File: src/rtl/i2s_clkgen_pkg.sv
package i2s_clkgen_pkg;
  localparam int CfgRunBit = 2;
  localparam int CfgRxBit  = 1;
  localparam int CfgTxBit  = 0;

  // next SCK index within a frame, wrapping at the frame length
  function automatic int idx_next(int idx, int period);
    return (idx >= period - 1) ? 0 : idx + 1;
  endfunction

  // channel for a given SCK index: 1 means right half
  function automatic logic in_right(int idx, int period);
    return idx >= (period / 2);
  endfunction
endpackage

File: src/rtl/i2s_ctrl_reg.sv
module i2s_ctrl_reg
  import i2s_clkgen_pkg::*;
(
  input  logic       clk,
  input  logic       rst_n,
  input  logic       we,
  input  logic [7:0] wdata,
  input  logic       frame_ev,
  output logic       run,
  output logic       tx_act,
  output logic       rx_act
);
  logic run_q, rx_req, tx_req, rx_q, tx_q;
  logic unused_bits;
  assign unused_bits = ^wdata[7:3];

  always_ff @(posedge clk) begin
    if (!rst_n) begin
      run_q  <= 1'b0;
      rx_req <= 1'b0;
      tx_req <= 1'b0;
      rx_q   <= 1'b0;
      tx_q   <= 1'b0;
    end else begin
      if (we) begin
        run_q  <= wdata[CfgRunBit];
        rx_req <= wdata[CfgRxBit];
        tx_req <= wdata[CfgTxBit];
      end
      if (we && !wdata[CfgRunBit]) begin
        rx_q <= 1'b0;
        tx_q <= 1'b0;
      end else if (we && !run_q) begin
        rx_q <= wdata[CfgRxBit];
        tx_q <= wdata[CfgTxBit];
      end else if (!run_q) begin
        rx_q <= 1'b0;
        tx_q <= 1'b0;
      end else if (frame_ev) begin
        rx_q <= rx_req;
        tx_q <= tx_req;
      end
    end
  end

  assign run    = run_q;
  assign rx_act = rx_q;
  assign tx_act = tx_q;
endmodule

File: src/rtl/i2s_bit_timer.sv
module i2s_bit_timer
  import i2s_clkgen_pkg::*;
#(
  parameter int PERIOD = 32,
  localparam int CW = $clog2(PERIOD)
) (
  input  logic          clk,
  input  logic          rst_n,
  input  logic          run,
  output logic          sck_r,
  output logic [CW-1:0] bit_idx,
  output logic          rise_ev,
  output logic          fall_ev
);
  always_ff @(posedge clk) begin
    if (!rst_n || !run) begin
      sck_r   <= 1'b0;
      bit_idx <= '0;
    end else begin
      sck_r <= ~sck_r;
      if (sck_r) bit_idx <= CW'(idx_next(int'(bit_idx), PERIOD));
    end
  end

  assign rise_ev = run & ~sck_r;
  assign fall_ev = run & sck_r;
endmodule

File: src/rtl/i2s_ws_gen.sv
module i2s_ws_gen
  import i2s_clkgen_pkg::*;
#(
  parameter int PERIOD = 32,
  localparam int CW = $clog2(PERIOD),
  localparam int HALF = PERIOD / 2
) (
  input  logic          clk,
  input  logic          rst_n,
  input  logic          run,
  input  logic          fall_ev,
  input  logic [CW-1:0] bit_idx,
  output logic          ws_r,
  output logic          frame_ev,
  output logic          half_ev
);
  always_ff @(posedge clk) begin
    if (!rst_n || !run) ws_r <= 1'b0;
    else if (fall_ev) ws_r <= in_right(idx_next(int'(bit_idx), PERIOD), PERIOD);
  end

  assign frame_ev = fall_ev & (bit_idx == CW'(PERIOD - 1));
  assign half_ev  = fall_ev & (bit_idx == CW'(HALF - 1));
endmodule

File: src/rtl/i2s_clkgen_master.sv
module i2s_clkgen_master #(
  parameter int WS_PERIOD = 32
) (
  input  logic       clk,
  input  logic       rst_n,
  input  logic       cfg_we,
  input  logic [7:0] cfg_wdata,
  output logic       sck,
  output logic       ws,
  output logic       shift_stb,
  output logic       sample_stb,
  output logic       frame_stb,
  output logic       half_stb,
  output logic       tx_active,
  output logic       rx_active
);
  localparam int CW = $clog2(WS_PERIOD);

  logic          run_w, sck_w, ws_w, rise_w, fall_w, frame_w, half_w;
  logic [CW-1:0] idx_w;

  i2s_ctrl_reg u_ctrl (
    .clk(clk), .rst_n(rst_n), .we(cfg_we), .wdata(cfg_wdata),
    .frame_ev(frame_w), .run(run_w), .tx_act(tx_active), .rx_act(rx_active)
  );

  i2s_bit_timer #(.PERIOD(WS_PERIOD)) u_timer (
    .clk(clk), .rst_n(rst_n), .run(run_w), .sck_r(sck_w),
    .bit_idx(idx_w), .rise_ev(rise_w), .fall_ev(fall_w)
  );

  i2s_ws_gen #(.PERIOD(WS_PERIOD)) u_ws (
    .clk(clk), .rst_n(rst_n), .run(run_w), .fall_ev(fall_w),
    .bit_idx(idx_w), .ws_r(ws_w), .frame_ev(frame_w), .half_ev(half_w)
  );

  assign sck        = sck_w & run_w;
  assign ws         = ws_w & run_w;
  assign shift_stb  = fall_w;
  assign sample_stb = rise_w;
  assign frame_stb  = frame_w;
  assign half_stb   = half_w;
endmodule

File: config.mk
export PLATFORM = sky130hd
export DESIGN_NAME = i2s_clkgen_master
export DESIGN_NICKNAME = d
export VERILOG_FILES = /design/src/rtl/i2s_clkgen_pkg.sv /design/src/rtl/i2s_ctrl_reg.sv /design/src/rtl/i2s_bit_timer.sv /design/src/rtl/i2s_ws_gen.sv /design/src/rtl/i2s_clkgen_master.sv
export SDC_FILE = /design/constraint.sdc
export NUM_CORES = 1
export LEC_CHECK = 0
export BUFFER_PORTS_ARGS = -buffer_cell sky130_fd_sc_hd__buf_2
export CAP_MARGIN = 20
export CORE_UTILIZATION = 41
export DETAILED_ROUTE_END_ITERATION = 7
export PLACE_DENSITY = 0.66
export SLEW_MARGIN = 20
export SYNTH_ARGS = -nofsm -noshare
export SYNTH_HDL_FRONTEND = slang
export SYNTH_HIERARCHICAL = 1
export SYNTH_SLANG_ARGS = --single-unit
export TNS_END_PERCENT = 20
File: constraint.sdc
create_clock -name clk -period 1.9 [get_ports clk]
set_input_delay 0.38 -clock clk [delete_from_list [all_inputs] [get_ports clk]]
set_output_delay 0.38 -clock clk [all_outputs]
set_load 0.02 [all_outputs]
; Word-level counts from Yosys, hierarchy flattened
; Index checks and enable logic that the tools add are counted.
[word_totals]
regBits = 12
in_bits = 11
wordCells = 35
[classes]
add_sub_neg = 1
order_cmp = 2
n_eq_ne = 3
muxes = 7
bitwise_logic = 7
n_reduce_logical = 7
[ops]
columns = cell, count
row1 = >= comparator 32 x 6 -> 1 bit (second input constant), 1
row2 = 2-to-1 mux 32 bit, 1
row3 = adder 5 x 1 -> 6 bit (second input constant), 1
row4 = 2-to-1 mux 1 bit, 6
row5 = AND 1 bit, 5
row6 = == test 5 x 4 -> 1 bit (second input constant), 1
row7 = == test 5 bit (second input constant), 1
row8 = >= comparator 5 bit (second input constant), 1
row9 = logical NOT 1 bit, 3
row10 = inequality test 3 bit (second input constant), 1
row11 = logical AND 1 bit, 2
row12 = inverter 1 bit, 2
row13 = OR reduction 2 bit, 1
row14 = logical OR 1 bit, 1

; Depth between registers and ports, before layout
[depth]
ltp_word = 5
depth_mapped = 6
ltp_nobuf = 6

; Cells and area by module
; The synthesis kept the hierarchy.
[modules_own_cells]
columns = module, instances, cells_each, area_each_um2
row1 = i2s_bit_timer, 1, 35, 296.5
row2 = i2s_ctrl_reg, 1, 21, 236.5
row3 = i2s_ws_gen, 1, 11, 102.6
row4 = i2s_clkgen_master, 1, 2, 12.5

; Worst setup path before layout
; Ideal clock, no wire load.
[synth_path]
path_type = flip-flop to flip-flop
from = register u_timer.bit_idx[0]
to = register u_timer.bit_idx[3]
setup_time_ps = 70
arrival_time_ps = 1504
t_required_ps = 1830
path_slack_ps = 325
path_stages_with_launch = 6
path_cell_list = dfxtp_1 -> ha_1 -> and3_1 -> ha_1 -> or4_1 -> a21oi_1
[synth_between]
elab_chain_len = 2
[synth_rtl]
columns = item, line_no
row1 = "start, declared", i2s_bit_timer.sv:11  ; output logic [CW-1:0] bit_idx,
row2 = "start signal, assigned", i2s_bit_timer.sv:21  ; if (sck_r) bit_idx <= CW'(idx_next(int'(bit_idx), PERIOD));
row3 = adder 5 x 1 -> 6 bit or >= comparator 5 bit (tied branches), -
row4 = 2-to-1 mux 32 bit (*), -
; Mark *: on every way between the ends. The rest lies on a longest branch, timed or not.
; A chain may end at the register's enable or synchronous reset.

; Worst setup path in the final report
[layout_path]
from = register u_timer.bit_idx[2]
to = output port frame_stb
[layout_between]
elab_chain_len = 2
[layout_rtl]
columns = item, line_no
row1 = == test 5 bit, i2s_ws_gen.sv:22  ; assign frame_ev = fall_ev & (bit_idx == CW'(PERIOD - 1));
row2 = AND 1 bit, i2s_ws_gen.sv:22
row3 = "end, declared", i2s_clkgen_master.sv:12  ; output logic frame_stb,
; No other way between the ends.

==> impl_metrics.env <==
export IMPL_postCtsSetupRepairBufs=0
export IMPL_worstPathCellList="and4_4 -> ha_1 -> and2_4 -> buf_2"
export IMPL_endpoint_kind="primary output"
export IMPL_numCtsBuffers=3
export IMPL_cts_htree_levels=1
export IMPL_synth_edff_count=0
export IMPL_wl_um=1280
export IMPL_clk_pin_slew_ps=70
export IMPL_hp_class="in -> reg"
export IMPL_synth_xor_area_share_pct=0
export IMPL_synth_most_common_cell="dfxtp_1"
export IMPL_route_detailed_drc=0
export IMPL_yosysTopAreaCellShare_pct=37.1
export IMPL_hold_viol_final=0
export IMPL_fin_skew_ps=1.38
export IMPL_nNetsFinal=103
export IMPL_cts_sinks=12
export IMPL_synth_seq_cells=12
export IMPL_tns_ps=0
export IMPL_outcome="finished, final reports clean"
export IMPL_relSlewSlack_pct=84.9
export IMPL_drtIter0Drc=8
export IMPL_rsz0062_at_grt="no"
export IMPL_grt_first_pass_wirelength_um=2270
export IMPL_clk_path_buf_depth=2
export IMPL_vias=569
export IMPL_ys_types=25
export IMPL_std_cell_rows=13
export IMPL_wl_per_cell_um=12.6
export IMPL_portBuffers=13
export IMPL_syn_cell_area_um2=648
export IMPL_dieArea_mm2=0.00174
export IMPL_crit_family="simple AND/OR/NAND/NOR gates"
export IMPL_worstPathArrival_ps=1380
export IMPL_power_density_mw_per_mm2=597
export IMPL_synth_compound_area_share_pct=16.0
export IMPL_cp_start_kind="flip-flop"
export IMPL_core_area_mm2=0.00138
export IMPL_yosys_most_used_dff="dfxtp_1"
export IMPL_fin_crit_ps=1760
export IMPL_synth_async_reset_ratio_pct=0
export IMPL_netlist_instances=69
export IMPL_vdd_drop_max_mv=0.385
export IMPL_grt_overflow_total=0
export IMPL_ys_seq_area_share_pct=37.1
export IMPL_critPathSlowestCell="dfxtp_2"
export IMPL_cts_resized=0
export IMPL_start_util_pct=46.9
export IMPL_max_stage_delay_ps=390
export IMPL_ys_top_cells_by_count="12 x dfxtp_1, 7 x nand2_1, 6 x nor2_1"
export IMPL_synth_top_family_by_area="simple AND/OR/NAND/NOR gates"
export IMPL_clock_latency_ps=260
export IMPL_yosysWarnings=6
export IMPL_dieHeight_um=41.8
export IMPL_ctsHoldBuffers=0
export IMPL_crit_required_ps=1520
export IMPL_final_layout_size_suffix_gt1_share_pct=32.6
export IMPL_io_pins=19
export IMPL_yosys_area_top_type="dfxtp_1"
export IMPL_worst_slew_pin_slew_ps=226
export IMPL_max_freq_mhz=567
export IMPL_grt_max_degree=11
export IMPL_gp_congestion=0.832
export IMPL_drv_cap=0
export IMPL_fin_crit_sh_pct=92.8
export IMPL_cts_root_buf="clkbuf_4"
export IMPL_worstSetupPathType="reg -> out"
export IMPL_n_antenna_cell=0
export IMPL_syn_area_per_cell_um2=9.39
export IMPL_cp_max_fo=7
export IMPL_die_w_um=41.8
export IMPL_vias_per_cell=5.63
export IMPL_synth_fa_ha_area_share_pct=7.72
export IMPL_fillCellCount=143
export IMPL_cts_tree="built"
export IMPL_grt_pass1_vias=529
export IMPL_hpwlAfterDp_um=969
export IMPL_syn_nets=84
export IMPL_synth_area_leaders="dfxtp_1 37%, ha_1 7.7%, mux2i_1 7.7%, nand4b_1 6.8%, o32ai_2 5.0%"
export IMPL_track_usage_pct=16.6
export IMPL_yosys_area_share_simple_pct=27.4
export IMPL_setup_viol=0
export IMPL_p_leak_nw=0.324
export IMPL_utilization_pct=55.3
export IMPL_syn_to_final_growth_pct=18.0
export IMPL_antenna_found_initial=0
export IMPL_slew_violations=0
export IMPL_drtAntennaViolNets=0
export IMPL_synth_mux_area_share_pct=7.72
export IMPL_path_buf_inv=1
export IMPL_first_pass_iters=4
export IMPL_hold_worst_slack_ps=373
state kept, by name (all words and copies together) (netlist names):
name             cells
u_ctrl/tx_act        1
u_ctrl/run           1
u_ctrl/tx_req        1
u_timer/bit_idx      5
u_ws/ws_r            1
u_ctrl/rx_act        1
u_timer/sck_r        1
u_ctrl/rx_req        1
power breakdown:
part	switching, W	total [W]	internal (W)
Sequential	0.00000333	0.000261	0.000257
Combinational	0.0000259	0.0000446	0.0000187
Clock	0.0000784	0.000152	0.0000731
Total	0.000108	0.000457	0.000349
layout make-up:
type / count / area, µm² / share of cell area [%]
inverter: 4 / 15.0 / 1.96
sequential: 12 / 244 / 31.9
multi-input combinational: 52 / 384 / 50.2
clock buffer: 3 / 22.5 / 2.95
timing repair buffer: 15 / 80.1 / 10.5
tap: 15 / 18.8 / 2.45
cells in the final DEF, fill, tap and decap left out:
| cell | n |
|---|---|
| nor2_1 | 6 |
| o21ai_0 | 1 |
| clkbuf_4 | 3 |
| and2_4 | 1 |
| nor2b_1 | 1 |
| and2_1 | 3 |
| nand3_1 | 1 |
| and2_2 | 1 |
| inv_1 | 3 |
| a211o_1 | 1 |
| a31oi_1 | 2 |
| and2b_2 | 1 |
| buf_4 | 2 |
| or4_1 | 1 |
| o32ai_2 | 2 |
| and3_1 | 1 |
| buf_2 | 13 |
| dfxtp_2 | 3 |
| o2111ai_1 | 2 |
| inv_2 | 1 |
| a21oi_1 | 4 |
| mux2i_1 | 5 |
| ha_1 | 4 |
| o211ai_1 | 1 |
| nand4b_1 | 5 |
| nor3b_1 | 1 |
| nand2_1 | 7 |
| and4_4 | 1 |
| dfxtp_1 | 9 |
per-layer routing:
layer	global-route usage [%]	vias to the layer above	wire length (µm)
li1	-	291	-
met1	22.5	267	644
met2	26.6	11	587
met3	3.91	0	44
met4	3.87	0	0
met5	0	-	0
per-stage QoR:
step / setup slack, ps / cell area, µm² / power [W] / std cells
3_3_place_gp: 236 / 736 / 0.000310 / 98
4_1_cts: 2.25 / 758 / 0.000463 / 101
2_1_floorplan: 325 / 648 / 0.000294 / 69
5_1_grt: 48.9 / 764 / 0.000485 / 101
6_report: 137 / 764 / 0.000457 / 101
3_5_place_dp: 206 / 736 / 0.000311 / 98
final timing paths:
| kind | cells after the start | to | startpoint | slack [ps] |
|---|---|---|---|---|
| min | 3 | u_ctrl/rx_req | cfg_wdata[1] | 370 |
| max reg2reg | 5 | u_timer/bit_idx[3] | u_timer/bit_idx[0] | 210 |
| min reg2reg | 2 | u_ws/ws_r | u_ws/ws_r | 480 |
| max | 4 | frame_stb | u_timer/bit_idx[2] | 140 |
cells by family after synthesis:
group	Yosys count
AND/OR/NAND/NOR	30
AO/OA/AOI/OAI	13
flip-flops	12
buffers and inverters	5
multiplexers	5
adder cells (fa/ha/maj)	4
worst register-to-register path, delay by kind of cell (launching register included):
family,cells,cell delay [ps]
AO/OA/AOI/OAI,1,130
flip-flops,1,350
adder cells (fa/ha/maj),2,470
AND/OR/NAND/NOR,2,680
No activity file was read; power rests on OpenSTA's default activity.
